File: src/rtl/wrord_pkg.sv
package wrord_pkg;
    localparam int CTL_W = 2;
    localparam int MT_W  = 2;
    localparam int LS_W  = 2;

    localparam logic [MT_W-1:0] MT_WB = 2'd0;
    localparam logic [MT_W-1:0] MT_WC = 2'd1;
    localparam logic [MT_W-1:0] MT_UC = 2'd2;

    localparam logic [LS_W-1:0] LS_I = 2'd0;
    localparam logic [LS_W-1:0] LS_S = 2'd1;
    localparam logic [LS_W-1:0] LS_E = 2'd2;
    localparam logic [LS_W-1:0] LS_M = 2'd3;

    localparam logic [CTL_W-1:0] MODE_ORDERED = 2'b00;
    localparam logic [CTL_W-1:0] MODE_SPEC    = 2'b01;

    typedef struct packed {
        logic [CTL_W-1:0] mode;
        logic             pend;
    } ord_state_t;
endpackage

File: src/rtl/wrord_sync.sv
module wrord_sync #(
    parameter int   STAGES  = 2,
    parameter logic RST_VAL = 1'b1
) (
    input  logic clk,
    input  logic rst_n,
    input  logic async_in,
    output logic sync_out
);
    logic [STAGES-1:0] sh_d, sh_q;

    always_comb begin
        sh_d = {sh_q[STAGES-2:0], async_in};
    end

    always_ff @(posedge clk or negedge rst_n) begin
        if (!rst_n) sh_q <= {STAGES{RST_VAL}};
        else        sh_q <= sh_d;
    end

    assign sync_out = sh_q[STAGES-1];
endmodule

File: src/rtl/wrord_state.sv
module wrord_state
    import wrord_pkg::*;
(
    input  logic             clk,
    input  logic             rst_n,
    input  logic [CTL_W-1:0] ctl_in,
    input  logic             flush,
    input  logic             empty_s,
    output logic [CTL_W-1:0] mode_q,
    output logic             pend_q
);
    ord_state_t st_d, st_q;

    always_comb begin
        st_d      = st_q;
        st_d.mode = ctl_in;
        if (st_q.mode[1]) begin
            st_d.pend = 1'b0;
        end else if (st_q.mode == MODE_ORDERED && flush) begin
            st_d.pend = 1'b1;
        end else if (empty_s) begin
            st_d.pend = 1'b0;
        end
    end

    always_ff @(posedge clk or negedge rst_n) begin
        if (!rst_n) st_q <= '{mode: MODE_ORDERED, pend: 1'b0};
        else        st_q <= st_d;
    end

    assign mode_q = st_q.mode;
    assign pend_q = st_q.pend;

    assert_flush_sets_pending_R5: assert property (@(posedge clk) disable iff (!rst_n)
        (mode_q == MODE_ORDERED && flush) |=> pend_q);

    assert_global_clears_pending_R8: assert property (@(posedge clk) disable iff (!rst_n)
        mode_q[1] |=> !pend_q);
endmodule

File: src/rtl/wrord_decide.sv
module wrord_decide
    import wrord_pkg::*;
(
    input  logic [CTL_W-1:0] mode,
    input  logic             pend,
    input  logic             empty_s,
    input  logic             req_valid,
    input  logic [MT_W-1:0]  req_mtype,
    input  logic [LS_W-1:0]  req_lstate,
    output logic             req_ready,
    output logic             commit_grant,
    output logic             ext_write
);
    logic owned;
    logic exempt;
    logic hold;

    always_comb begin
        owned  = (req_lstate == LS_M) || (req_lstate == LS_E);
        exempt = (req_mtype == MT_UC) || (req_mtype == MT_WC);
        hold   = 1'b0;
        if (mode[1]) begin
            hold = 1'b0;
        end else if (mode == MODE_SPEC) begin
            hold = owned && !exempt && !empty_s;
        end else begin
            hold = owned && pend;
        end
        req_ready    = !hold;
        commit_grant = req_valid && !hold && owned;
        ext_write    = req_valid && !hold && !owned;
    end
endmodule

File: src/rtl/wrord_ctrl.sv
module wrord_ctrl
    import wrord_pkg::*;
#(
    parameter int SYNC_STAGES = 2
) (
    input  logic             clk,
    input  logic             rst_n,
    input  logic [CTL_W-1:0] ord_ctl,
    input  logic             wbe_n,
    input  logic             mbuf_flush,
    input  logic             req_valid,
    input  logic [MT_W-1:0]  req_mtype,
    input  logic [LS_W-1:0]  req_lstate,
    output logic             req_ready,
    output logic             commit_grant,
    output logic             ext_write
);
    logic             wbe_n_s;
    logic             empty_s;
    logic [CTL_W-1:0] mode_q;
    logic             pend_q;

    wrord_sync #(.STAGES(SYNC_STAGES), .RST_VAL(1'b1)) u_sync (
        .clk      (clk),
        .rst_n    (rst_n),
        .async_in (wbe_n),
        .sync_out (wbe_n_s)
    );

    assign empty_s = !wbe_n_s;

    wrord_state u_state (
        .clk     (clk),
        .rst_n   (rst_n),
        .ctl_in  (ord_ctl),
        .flush   (mbuf_flush),
        .empty_s (empty_s),
        .mode_q  (mode_q),
        .pend_q  (pend_q)
    );

    wrord_decide u_decide (
        .mode         (mode_q),
        .pend         (pend_q),
        .empty_s      (empty_s),
        .req_valid    (req_valid),
        .req_mtype    (req_mtype),
        .req_lstate   (req_lstate),
        .req_ready    (req_ready),
        .commit_grant (commit_grant),
        .ext_write    (ext_write)
    );

    assert_global_never_stalls_R2: assert property (@(posedge clk) disable iff (!rst_n)
        ord_ctl[1] |=> req_ready);

    assert_shared_invalid_pass_R7: assert property (@(posedge clk) disable iff (!rst_n)
        (req_valid && (req_lstate == LS_S || req_lstate == LS_I)) |-> (req_ready && ext_write));

    assert_outputs_exclusive_R7: assert property (@(posedge clk) disable iff (!rst_n)
        $onehot0({commit_grant, ext_write}));

    assert_fields_stable_R10: assert property (@(posedge clk) disable iff (!rst_n)
        (req_valid && !req_ready) |=>
            (!req_valid || ($stable(req_mtype) && $stable(req_lstate))));
endmodule

File: config.mk
export PLATFORM = sky130hd
export DESIGN_NAME = wrord_ctrl
export DESIGN_NICKNAME = d
export VERILOG_FILES = /design/src/rtl/wrord_pkg.sv /design/src/rtl/wrord_sync.sv /design/src/rtl/wrord_state.sv /design/src/rtl/wrord_decide.sv /design/src/rtl/wrord_ctrl.sv
export SDC_FILE = /design/constraint.sdc
export NUM_CORES = 1
export LEC_CHECK = 0
export ABC_AREA = 1
export BUFFER_PORTS_ARGS = -buffer_cell sky130_fd_sc_hd__buf_2
export CAP_MARGIN = 40
export CORE_AREA = 5 5 42 44
export DETAILED_ROUTE_END_ITERATION = 10
export DIE_AREA = 0 0 47 49
export PLACE_DENSITY = 0.4
export SLEW_MARGIN = 20
export SYNTH_ARGS = -nofsm -noshare
export SYNTH_HDL_FRONTEND = slang
export SYNTH_SLANG_ARGS = --single-unit
File: constraint.sdc
create_clock -name clk -period 0.95 [get_ports clk]
set_input_delay 0.0475 -clock clk [delete_from_list [all_inputs] [get_ports clk]]
set_output_delay 0.0475 -clock clk [all_outputs]
set_load 0.01 [all_outputs]
==> results of run 1 <==
final timing paths:
check / from / to / slack (ps) / cells after the start
setup / recovery: u_sync.sh_q[1] / commit_grant / -250 / 6
hold / removal: mbuf_flush / u_state.pend_q / 80 / 3
setup reg to reg: u_state.mode_q[0] / u_state.pend_q / 160 / 4
hold reg to reg: u_sync.sh_q[0] / u_sync.sh_q[1] / 350 / 0
max in group asynchronous: rst_n / u_sync.sh_q[1] / 590 / 2
min in group asynchronous: rst_n / u_state.mode_q[0] / 150 / 2
cell families (layout without fill, tap and decap cells):
logic type	count (synthesis)	count (layout)	share of synthesized area
AOI/OAI and AO/OA	1	1	0.0359
buffers and inverters	4	25	0.0718
DFF	5	5	0.611
and+or+nand+nor	11	11	0.281
layout make-up:
cell class / instances / area (sq um) / area share
Inverter: 4 / 15.0 / 0.0411
Timing Repair Buffer: 17 / 108 / 0.295
Sequential cell: 5 / 128 / 0.349
Multi-Input combinational cell: 12 / 68.8 / 0.188
Clock buffer: 4 / 26.3 / 0.0719
Tap cell: 16 / 20.0 / 0.0548
cells in the final DEF, fill, tap and decap left out:
| cell | instances |
|---|---|
| buf_4 | 1 |
| buf_2 | 12 |
| clkbuf_4 | 3 |
| nand2_2 | 3 |
| dfrtp_1 | 3 |
| inv_1 | 4 |
| dfstp_2 | 2 |
| nor3_2 | 1 |
| nand3_2 | 1 |
| nor2_1 | 4 |
| nand2_1 | 2 |
| dlygate4sd3_1 | 4 |
| a22oi_1 | 1 |
| clkbuf_1 | 1 |
power by group through the flow:
stage	Sequential [uW]	Clock [uW]	Combinational, uW
floorplan	236	0	26.5
global placement	237	0	61.3
detailed placement	237	0	61.2
CTS	234	253	73.4
global route	235	271	84.5
finish	234	236	74.2
metal layers:
layer | vias up | part of all wire
met1 | 76 | 0.43
met2 | 13 | 0.37
met5 | - | 0
met3 | 0 | 0.19
met4 | 0 | 0
li1 | 104 | -
cells in the mapped netlist:
cell,n
a22oi_1,1
dfrtp_1,3
dfstp_2,2
inv_1,4
nand2_1,3
nand2_2,2
nand3_2,1
nor2_1,4
nor3_2,1
worst reg2reg max path, delay by kind of cell (launching register included):
kind	cells	cell delay [ps]
flops	1	340
buf+inv	2	140
compound gates	1	130
simple gates	1	60
metrics by stage:
stage          setup TNS [ps]  hold WS, ps
5_1_grt                  -871          109
2_1_floorplan               0         -248
4_1_cts                  -785         80.8
6_report                 -660         81.6
3_3_place_gp            -59.8         -133
3_5_place_dp            -60.7         -134
state kept, by name (all words and copies together), names as in the netlist:
signal,flops
u_state.mode_q,2
u_state.pend_q,1
u_sync.sh_q,2
repair_timing:
action                     4_1_cts  5_1_grt
setup endpoints to repair        3        3
pin swaps                        3        2
resized for setup                0        1
hold endpoints to repair         8        0
hold buffers                     4        0
==> key figures, run 1 <==
Run status
  • Status: complete, but fails checks
  • Failing checks: setup timing

Synthesis
  • Synth area leaders: dfrtp_1 (36%), dfstp_2 (25%), inv_1 (7.2%), nor2_1 (7.2%), nand2_2 (6.0%)
  • Mapped Cells: 21
  • YS warnings: 0
  • Avg Inst Size Synth: 9.95 sq um
  • Sequential area share after synthesis: 0.611
  • Distinct cells, synth: 9
  • Synthesized cell area: 209 sq um
  • Top-area cell type share of the netlist area: 0.359
  • Syn Nets: 32
  • Yosys reg bits: 5
  • Leading area contributor after synthesis: dfrtp_1

Setup path
  • Critical setup path kind: reg2out
  • Slowest stage delay, CP: 530 ps
  • CP bufs+invs: 1
  • Crit-path slowest cell: dfstp_2
  • CP startpoint kind: flop
  • Worst EP required: 900 ps
  • Setup crit end kind: output pin
  • Worst Path Arrival: 1150 ps
  • Most used cell, CP: nand2_2
  • Crit-path max FO: 2
  • Critical path cell sequence: nand3_2 -> nand2_2 -> nand2_2 -> nand2_2 -> nor2_1 -> buf_2
  • Crit-path leading delay family: flip-flops

Power
  • Clock share of power: 0.434
  • Cell-internal power: 428 uW
  • Cell area power density: 1490 nW/um^2
  • Sw Ratio: 0.212
  • Sequential Power Share: 0.430
  • LEAKAGE: 0.000192 uW
  • Design Power: 544 uW
  • Peak supply drop: 569 uV
  • Switching pwr: 115 uW
  • Gate power share: 0.136

Timing
  • RSZ-0062 raised after global routing: true
  • Crit share post-route: 1.26
  • Clock period minus worst slack: 1200 ps
  • Final setup violation count: 3
  • Slew HR: 0.894
  • Layout Skew: 1.10 ps
  • Final hold violation count: 0
  • Final WS setup: -250 ps
  • Final Max Slew Viols: 0
  • Slew @ Worst Pin: 160 ps
  • Fmax: 833 MHz

Global routing
  • Met3 Usage GRT: 0.0111
  • Initial antenna violation count: 0
  • Vias in the first global route: 197
  • Overall global routing resource usage: 0.0446
  • GR Layer Usage met2: 0.0566
  • First-pass GRT wire length: 696 um
  • Largest net degree at the start of global routing: 6
  • Grt total ovfl: 0
  • Top Usage Layer GRT: met2
  • Routing usage on met1: 0.0515

Detailed routing
  • Drc violations: 0
  • Wirelength, routed: 421 um
  • Post-route ant nets: 0
  • Routed wire per std cell: 7.26 um
  • Routed via count: 193
  • DRT Pass-1 Iters: 2
  • Initial DRC Count: 2
  • Vias per inst: 3.33

Clock tree
  • Clock latency at the later pin of the worst-skew pair: 230 ps
  • Clock tree buffer depth: 2
  • Clk slew on worst S/H paths: 40 ps
  • Root Buffer: clkbuf_4
  • Total CTS buffers: 3
  • CTS sink count: 5
  • Post-CTS setup repair buffer count: 0
  • CTS tree: built
  • H-tree depth: 1

Layout
  • Fin nets: 54
  • Layout cells sized above 1: 0.548
  • # diodes: 0
  • Fin area: 365 sq um
  • Fin cells: 58
  • P&R area growth vs syn: 74.9%
  • Layout fillers: 158
  • Core Util, Final: 0.261

Floorplanning
  • Rows: 14
  • I/O pin count: 14
  • Die Width: 47 um
  • Die Span Y: 49 um
  • Initial cell density of the core: 0.149
  • Core area: 1400 sq um
  • Die ar.: 2300 sq um

Run
  • Maxcap violations: 0

Place
  • Dpl cells: 50
  • Post-DP HPWL: 342 um
  • Port buffer count: 12
  • RePlAce Congestion: 0.557
  • Pre-CTS setup slack: -31.2 ps
  • Dpl cell area: 297 sq um

Worst hold path
  • Hold crit path type: in2reg
(Power assumes the default switching activity.)
==> inputs of run 2 (changes only) <==
--- a/config.mk
+++ b/config.mk
@@ -11,7 +11,9 @@
 export CORE_AREA = 5 5 42 44
 export DETAILED_ROUTE_END_ITERATION = 10
 export DIE_AREA = 0 0 47 49
+export MAX_ROUTING_LAYER = met4
 export PLACE_DENSITY = 0.4
+export SETUP_SLACK_MARGIN = 0.15
 export SLEW_MARGIN = 20
 export SYNTH_ARGS = -nofsm -noshare
 export SYNTH_HDL_FRONTEND = slang
==> run 2 against run 1 <==
The flow still finishes with violations (setup timing); maximum frequency fell by 0.97%; worst setup slack got worse by 12 ps; hold slack got worse by 28 ps; sequential share of layout area fell by 3.4 points; register-to-register slack got worse by 110 ps; clock skew rose by 1.5 ps; critical endpoint unchanged.
==> key figures, run 2 (same netlist as run 1, synthesis figures left out) <==
Run status
  • Status: complete, but fails checks
  • Failing checks: setup timing

Power
  • Switching pwr: 128 uW (+11%)
  • Sw Ratio: 0.225 (+0.0128)
  • Design Power: 568 uW (+4.4%)
  • Sequential Power Share: 0.414 (-0.016)
  • LEAKAGE: 0.000208 uW (+8.3%)
  • Gate power share: 0.159 (+0.023)
  • Cell area power density: 1410 nW/um^2 (-5.6%)
  • Peak supply drop: 662 uV (+16%)
  • Cell-internal power: 440 uW (+2.8%)
  • Clock share of power: 0.427 (-0.007)

Clock tree
  • Total CTS buffers: 3 (unchanged)
  • Clock latency at the later pin of the worst-skew pair: 240 ps (about the same)
  • Clock tree buffer depth: 2 (unchanged)
  • Root Buffer: clkbuf_4
  • CTS tree: built
  • Clk slew on worst S/H paths: 40 ps (about the same)
  • H-tree depth: 1 (unchanged)
  • CTS sink count: 5 (unchanged)

Timing
  • Final hold violation count: 0 (unchanged)
  • Slew HR: 0.904 (+0.0108)
  • RSZ-0062 raised after global routing: true
  • Final Max Slew Viols: 0 (unchanged)
  • Final WS setup: -262 ps (-11.7 ps)
  • Crit share post-route: 1.28 (+0.0123)
  • Slew @ Worst Pin: 143 ps (-17.0 ps)
  • Layout Skew: 2.65 ps (+1.55 ps)
  • Clock period minus worst slack: 1210 ps (+11.7 ps)
  • Fmax: 825 MHz (-0.97%)
  • Final setup violation count: 3 (unchanged)

Place
  • RePlAce Congestion: 0.601 (+7.9%)
  • Port buffer count: 12 (unchanged)
  • Post-DP HPWL: 336 um (-1.7%)

Setup path
  • Critical setup path kind: reg2out
  • Worst Path Arrival: 1160 ps (about the same)
  • Reg2reg setup slack: 50 ps (-110 ps)
  • Worst EP required: 900 ps (about the same)
  • Most used cell, CP: nand2_2
  • Crit-path max FO: 2 (unchanged)
  • Number of cells on the worst reg-to-reg path: 4 (unchanged)
  • Critical path cell sequence: nand3_2 -> nand2_2 -> nand2_2 -> nand2_2 -> nor2_2 -> buf_2
  • Setup crit end kind: output pin
  • R2R Path End: u_state.pend_q
  • Slowest stage delay, CP: 530 ps (about the same)
  • CP startpoint kind: flop
  • Worst reg2reg startpoint: u_sync.sh_q[1]
  • Crit-path slowest cell: dfstp_2

Floorplanning
  • I/O pin count: 14 (unchanged)
  • Core area: 1400 sq um (unchanged)
  • Die Span Y: 49 um (unchanged)
  • Die Width: 47 um (unchanged)
  • Initial cell density of the core: 0.149 (unchanged)
  • Die ar.: 2300 sq um (unchanged)
  • Rows: 14 (unchanged)

Global routing
  • Initial antenna violation count: 0 (unchanged)
  • Largest net degree at the start of global routing: 6 (unchanged)
  • Overall global routing resource usage: 0.0487 (+0.00404)
  • Grt total ovfl: 0 (unchanged)
  • First-pass GRT wire length: 779 um (+12%)
  • Vias in the first global route: 217 (+10%)

Detailed routing
  • Initial DRC Count: 0 (-2)
  • Routed via count: 211 (+9.3%)
  • Drc violations: 0 (unchanged)
  • Post-route ant nets: 0 (unchanged)
  • Routed wire per std cell: 8.02 um (+10%)
  • Wirelength, routed: 489 um (+16%)
  • Vias per inst: 3.46 (+3.9%)
  • DRT Pass-1 Iters: 1 (-1)

Worst hold path
  • Hold Path End: u_state.pend_q
  • Hold crit path type: in2reg
  • Hold path depth: 3 (unchanged)
  • Hold Startpoint: mbuf_flush

Layout
  • P&R area growth vs syn: 93.4%
  • Layout cells sized above 1: 0.667 (+0.119)
  • Fin nets: 57 (+5.6%)
  • Most frequent cells in the layout: buf_2 (12), inv_1 (4), dlygate4sd3_1 (4)
  • # diodes: 0 (unchanged)
  • Commonest non-fill, non-tap cell in the layout: buf_2
  • Core Util, Final: 0.288 (+0.0277)

Run
  • Maxcap violations: 0 (unchanged)
[run 2: layout make-up]
| type | count | area, sq um |
|---|---|---|
| clock buffer | 4 | 26.3 |
| tap | 16 | 20.0 |
| timing repair buffer | 20 | 134 |
| multi-input combinational | 12 | 81.3 |
| inverter | 4 | 15.0 |
| fill | 149 | 997 |
| sequential | 5 | 128 |
[run 2: power by group through the flow]
stage	sequential (uW)	combinational (uW)	clock, uW
6_report	235	90.3	243
5_1_grt	236	101	271
4_1_cts	234	75.9	254
3_5_place_dp	238	60.3	0
3_3_place_gp	237	60.5	0
2_1_floorplan	236	28.8	0
[run 2: worst max-delay path by stage]
stage / from / end / slack, ps
2_1_floorplan: u_sync.sh_q[1] / commit_grant / 60
5_1_grt: u_sync.sh_q[1] / ext_write / -340
3_5_place_dp: u_sync.sh_q[1] / ext_write / -50
4_1_cts: u_sync.sh_q[1] / commit_grant / -300
3_3_place_gp: u_sync.sh_q[1] / ext_write / -50
6_report: u_sync.sh_q[1] / commit_grant / -260
[run 2: through the flow]
stage / hold slack (ps) / area, sq um / setup TNS (ps) / cells / worst slack [ps]
after global placement: -133 / 294 / -91.2 / 49 / -45.8
final: 53.6 / 404 / -684 / 61 / -262
after CTS: 67.3 / 368 / -792 / 58 / -301
after global routing: 51.6 / 404 / -892 / 61 / -341
after detailed placement: -135 / 294 / -106 / 49 / -53.0
after floorplan: -248 / 214 / 0 / 21 / 60.4
[run 2: what timing repair did]
action / 4_1_cts / 5_1_grt
hold buffers: 4 / 0
pin swaps: 3 / 3
resized for setup: 0 / 4
endpoints found under the hold margin: 8 / 0
setup buffers: 1 / 3
endpoints found under the setup margin: 3 / 4
[run 2: routing by layer]
metal  GRT usage  wire, um  share of wire  vias to the layer above
met4      0.0415         0              0                        0
met2      0.0656       208           0.43                       13
met5           -         0              0                        -
met3      0.0111        73           0.15                        0
li1            -         -              -                      110
met1      0.0582       207           0.42                       88
[run 2: critical path, delay by kind of cell (launching register included)]
kind | cells | cell delay (ps)
flops | 1 | 530
simple gates | 5 | 280
buf+inv | 1 | 130
==> inputs of run 3 (changes only) <==
--- a/config.mk
+++ b/config.mk
@@ -6,7 +6,7 @@
 export NUM_CORES = 1
 export LEC_CHECK = 0
 export ABC_AREA = 1
-export BUFFER_PORTS_ARGS = -buffer_cell sky130_fd_sc_hd__buf_2
+export BUFFER_PORTS_ARGS = -buffer_cell sky130_fd_sc_hd__buf_4
 export CAP_MARGIN = 40
 export CORE_AREA = 5 5 42 44
 export DETAILED_ROUTE_END_ITERATION = 10
==> run 3 against run 2 <==
The run still ends with setup timing left; non-clock buffer count shrank 3; clock skew shrank 1.9 ps; worst setup slack lost 21 ps; via count grew 1.4%; critical path type unchanged.
==> key figures, run 3 (same netlist as run 1, synthesis figures left out) <==
Run status
  • Status: complete, but fails checks
  • Failing checks: setup timing

Clock tree
  • Clock tree buffer depth: 2 (unchanged)
  • Total CTS buffers: 3 (unchanged)
  • Clk slew on worst S/H paths: 40 ps (about the same)
  • Root Buffer: clkbuf_4
  • H-tree depth: 1 (unchanged)
  • Clock latency at the later pin of the worst-skew pair: 240 ps (about the same)
  • CTS tree: built
  • CTS sink count: 5 (unchanged)

Floorplanning
  • Core area: 1400 sq um (unchanged)
  • Initial cell density of the core: 0.149 (unchanged)
  • Die Width: 47 um (unchanged)
  • Rows: 14 (unchanged)
  • Die ar.: 2300 sq um (unchanged)
  • I/O pin count: 14 (unchanged)
  • Die Span Y: 49 um (unchanged)

Layout
  • Layout cells sized above 1: 0.595 (-0.0714)
  • Fin nets: 54 (-5.3%)
  • Fin cells: 58 (-4.9%)
  • Commonest non-fill, non-tap cell in the layout: buf_4
  • Most frequent cells in the layout: buf_4 (11), inv_1 (4), dlygate4sd3_1 (4)
  • Core Util, Final: 0.291 (+0.00268)
  • Fin area: 408 sq um (+0.93%)
  • # diodes: 0 (unchanged)
  • P&R area growth vs syn: 95.2%

Timing
  • Final hold violation count: 0 (unchanged)
  • Slew HR: 0.899 (-0.00591)
  • RSZ-0062 raised after global routing: true
  • Final WS setup: -283 ps (-21.4 ps)
  • Final Max Slew Viols: 0 (unchanged)
  • Layout Skew: 0.750 ps (-1.90 ps)
  • Final setup violation count: 3 (unchanged)
  • Setup TNS: -822 ps (-138 ps)
  • Fmax: 811 MHz (-1.7%)
  • Slew @ Worst Pin: 152 ps (+9.64 ps)
  • Crit share post-route: 1.30 (+0.0225)
  • Clock period minus worst slack: 1230 ps (+21.4 ps)

Global routing
  • Grt total ovfl: 0 (unchanged)
  • Initial antenna violation count: 0 (unchanged)
  • Overall global routing resource usage: 0.0530 (+0.00432)
  • First-pass GRT wire length: 814 um (+4.5%)
  • Largest net degree at the start of global routing: 6 (unchanged)
  • Vias in the first global route: 233 (+7.4%)

Worst hold path
  • Hold Startpoint: mbuf_flush
  • Hold path depth: 3 (unchanged)
  • Hold Path End: u_state.pend_q
  • Hold crit path type: in2reg

Power
  • Sw Ratio: 0.216 (-0.00915)
  • Sequential Power Share: 0.414 (about the same)
  • LEAKAGE: 0.000204 uW (-1.8%)
  • Cell area power density: 1390 nW/um^2 (-1.0%)
  • Switching pwr: 123 uW (-4.1%)
  • Cell-internal power: 445 uW (+1.1%)
  • Peak supply drop: 566 uV (-15%)
  • Clock share of power: 0.422 (-0.005)
  • Gate power share: 0.165 (+0.006)

Detailed routing
  • Drc violations: 0 (unchanged)
  • Routed wire per std cell: 8.45 um (+5.4%)
  • Initial DRC Count: 0 (unchanged)
  • Wirelength, routed: 490 um (+0.20%)
  • Vias per inst: 3.69 (+6.7%)
  • Routed via count: 214 (+1.4%)
  • Post-route ant nets: 0 (unchanged)
  • DRT Pass-1 Iters: 1 (unchanged)

Place
  • Dpl cell area: 324 sq um (+10%)
  • Pre-CTS setup slack: -66.2 ps (-13.2 ps)
  • Port buffer count: 12 (unchanged)
  • RePlAce Congestion: 0.681 (+13%)
  • Dpl cells: 49 (unchanged)

Setup path
  • Worst EP required: 900 ps (about the same)
  • Crit-path leading delay family: flip-flops
  • Number of cells on the worst reg-to-reg path: 2 (-2)
  • Critical path origin: u_sync.sh_q[1]
  • Reg2reg setup slack: 190 ps (+140 ps)
  • Worst Path Arrival: 1190 ps (+30 ps)
  • CP bufs+invs: 1 (unchanged)
  • Critical setup path kind: reg2out
  • Most used cell, CP: nand2_2
  • CP startpoint kind: flop
  • Worst reg2reg startpoint: u_sync.sh_q[1]
  • Crit-path slowest cell: dfstp_2
  • Critical path cell sequence: nand3_2 -> nand2_2 -> nand2_2 -> nand2_2 -> nor2_2 -> buf_4
  • Slowest stage delay, CP: 530 ps (about the same)
  • R2R Path End: u_state.pend_q
  • Setup crit end kind: output pin
  • Crit-path max FO: 2 (unchanged)

Run
  • Maxcap violations: 0 (unchanged)
-- run 3: cell count changes in the layout (fill, tap and decap cells not counted), sizes merged --
| cell | delta |
|---|---|
| buf | -3 |
-- run 3: layout make-up --
class	instances	area [sq um]
Fill cell	158	993
Timing Repair Buffer	17	145
Sequential cell	5	128
Multi-Input combinational cell	12	73.8
Tap cell	16	20.0
Clock buffer	4	26.3
Inverter	4	15.0
-- run 3: worst max-delay path by stage --
stage	depth (start not counted)	end
3_3_place_gp	6	commit_grant
6_report	6	ext_write
4_1_cts	6	ext_write
5_1_grt	6	ext_write
2_1_floorplan	5	commit_grant
3_5_place_dp	6	ext_write
-- run 3: timing repair --
action / in CTS / in global routing
hold endpoints to repair: 8 / 0
resized for setup: 1 / 2
setup buffers: 1 / 0
pin swaps: 2 / 1
endpoints found under the setup margin: 3 / 4
hold buffers: 4 / 0
-- run 3: through the flow --
stage          hold slack, ps  total power (uW)
6_report                 68.3               568
2_1_floorplan            -248               265
4_1_cts                  66.6               584
3_3_place_gp             -152               311
3_5_place_dp             -149               314
5_1_grt                   108               606
-- run 3: worst reg2reg max path: stages (launching register included) --
cell and delay, ps:
dfstp_2 530, a22oi_1 80, nor2_1 90
-- run 3: metal layers --
layer  track usage  vias up  share of wire
li1              -      105              -
met1        0.0491       96           0.37
met2        0.0724       13           0.47
met3        0.0148        0           0.16
met4        0.0691        0              0
met5             -        -              0
-- run 3: power groups by stage --
stage          Combinational, uW  Clock, uW  Sequential [uW]
2_1_floorplan               28.8          0              236
3_3_place_gp                73.4          0              237
3_5_place_dp                76.1          0              238
4_1_cts                     92.5        256              235
5_1_grt                      103        267              236
6_report                    93.5        239              235
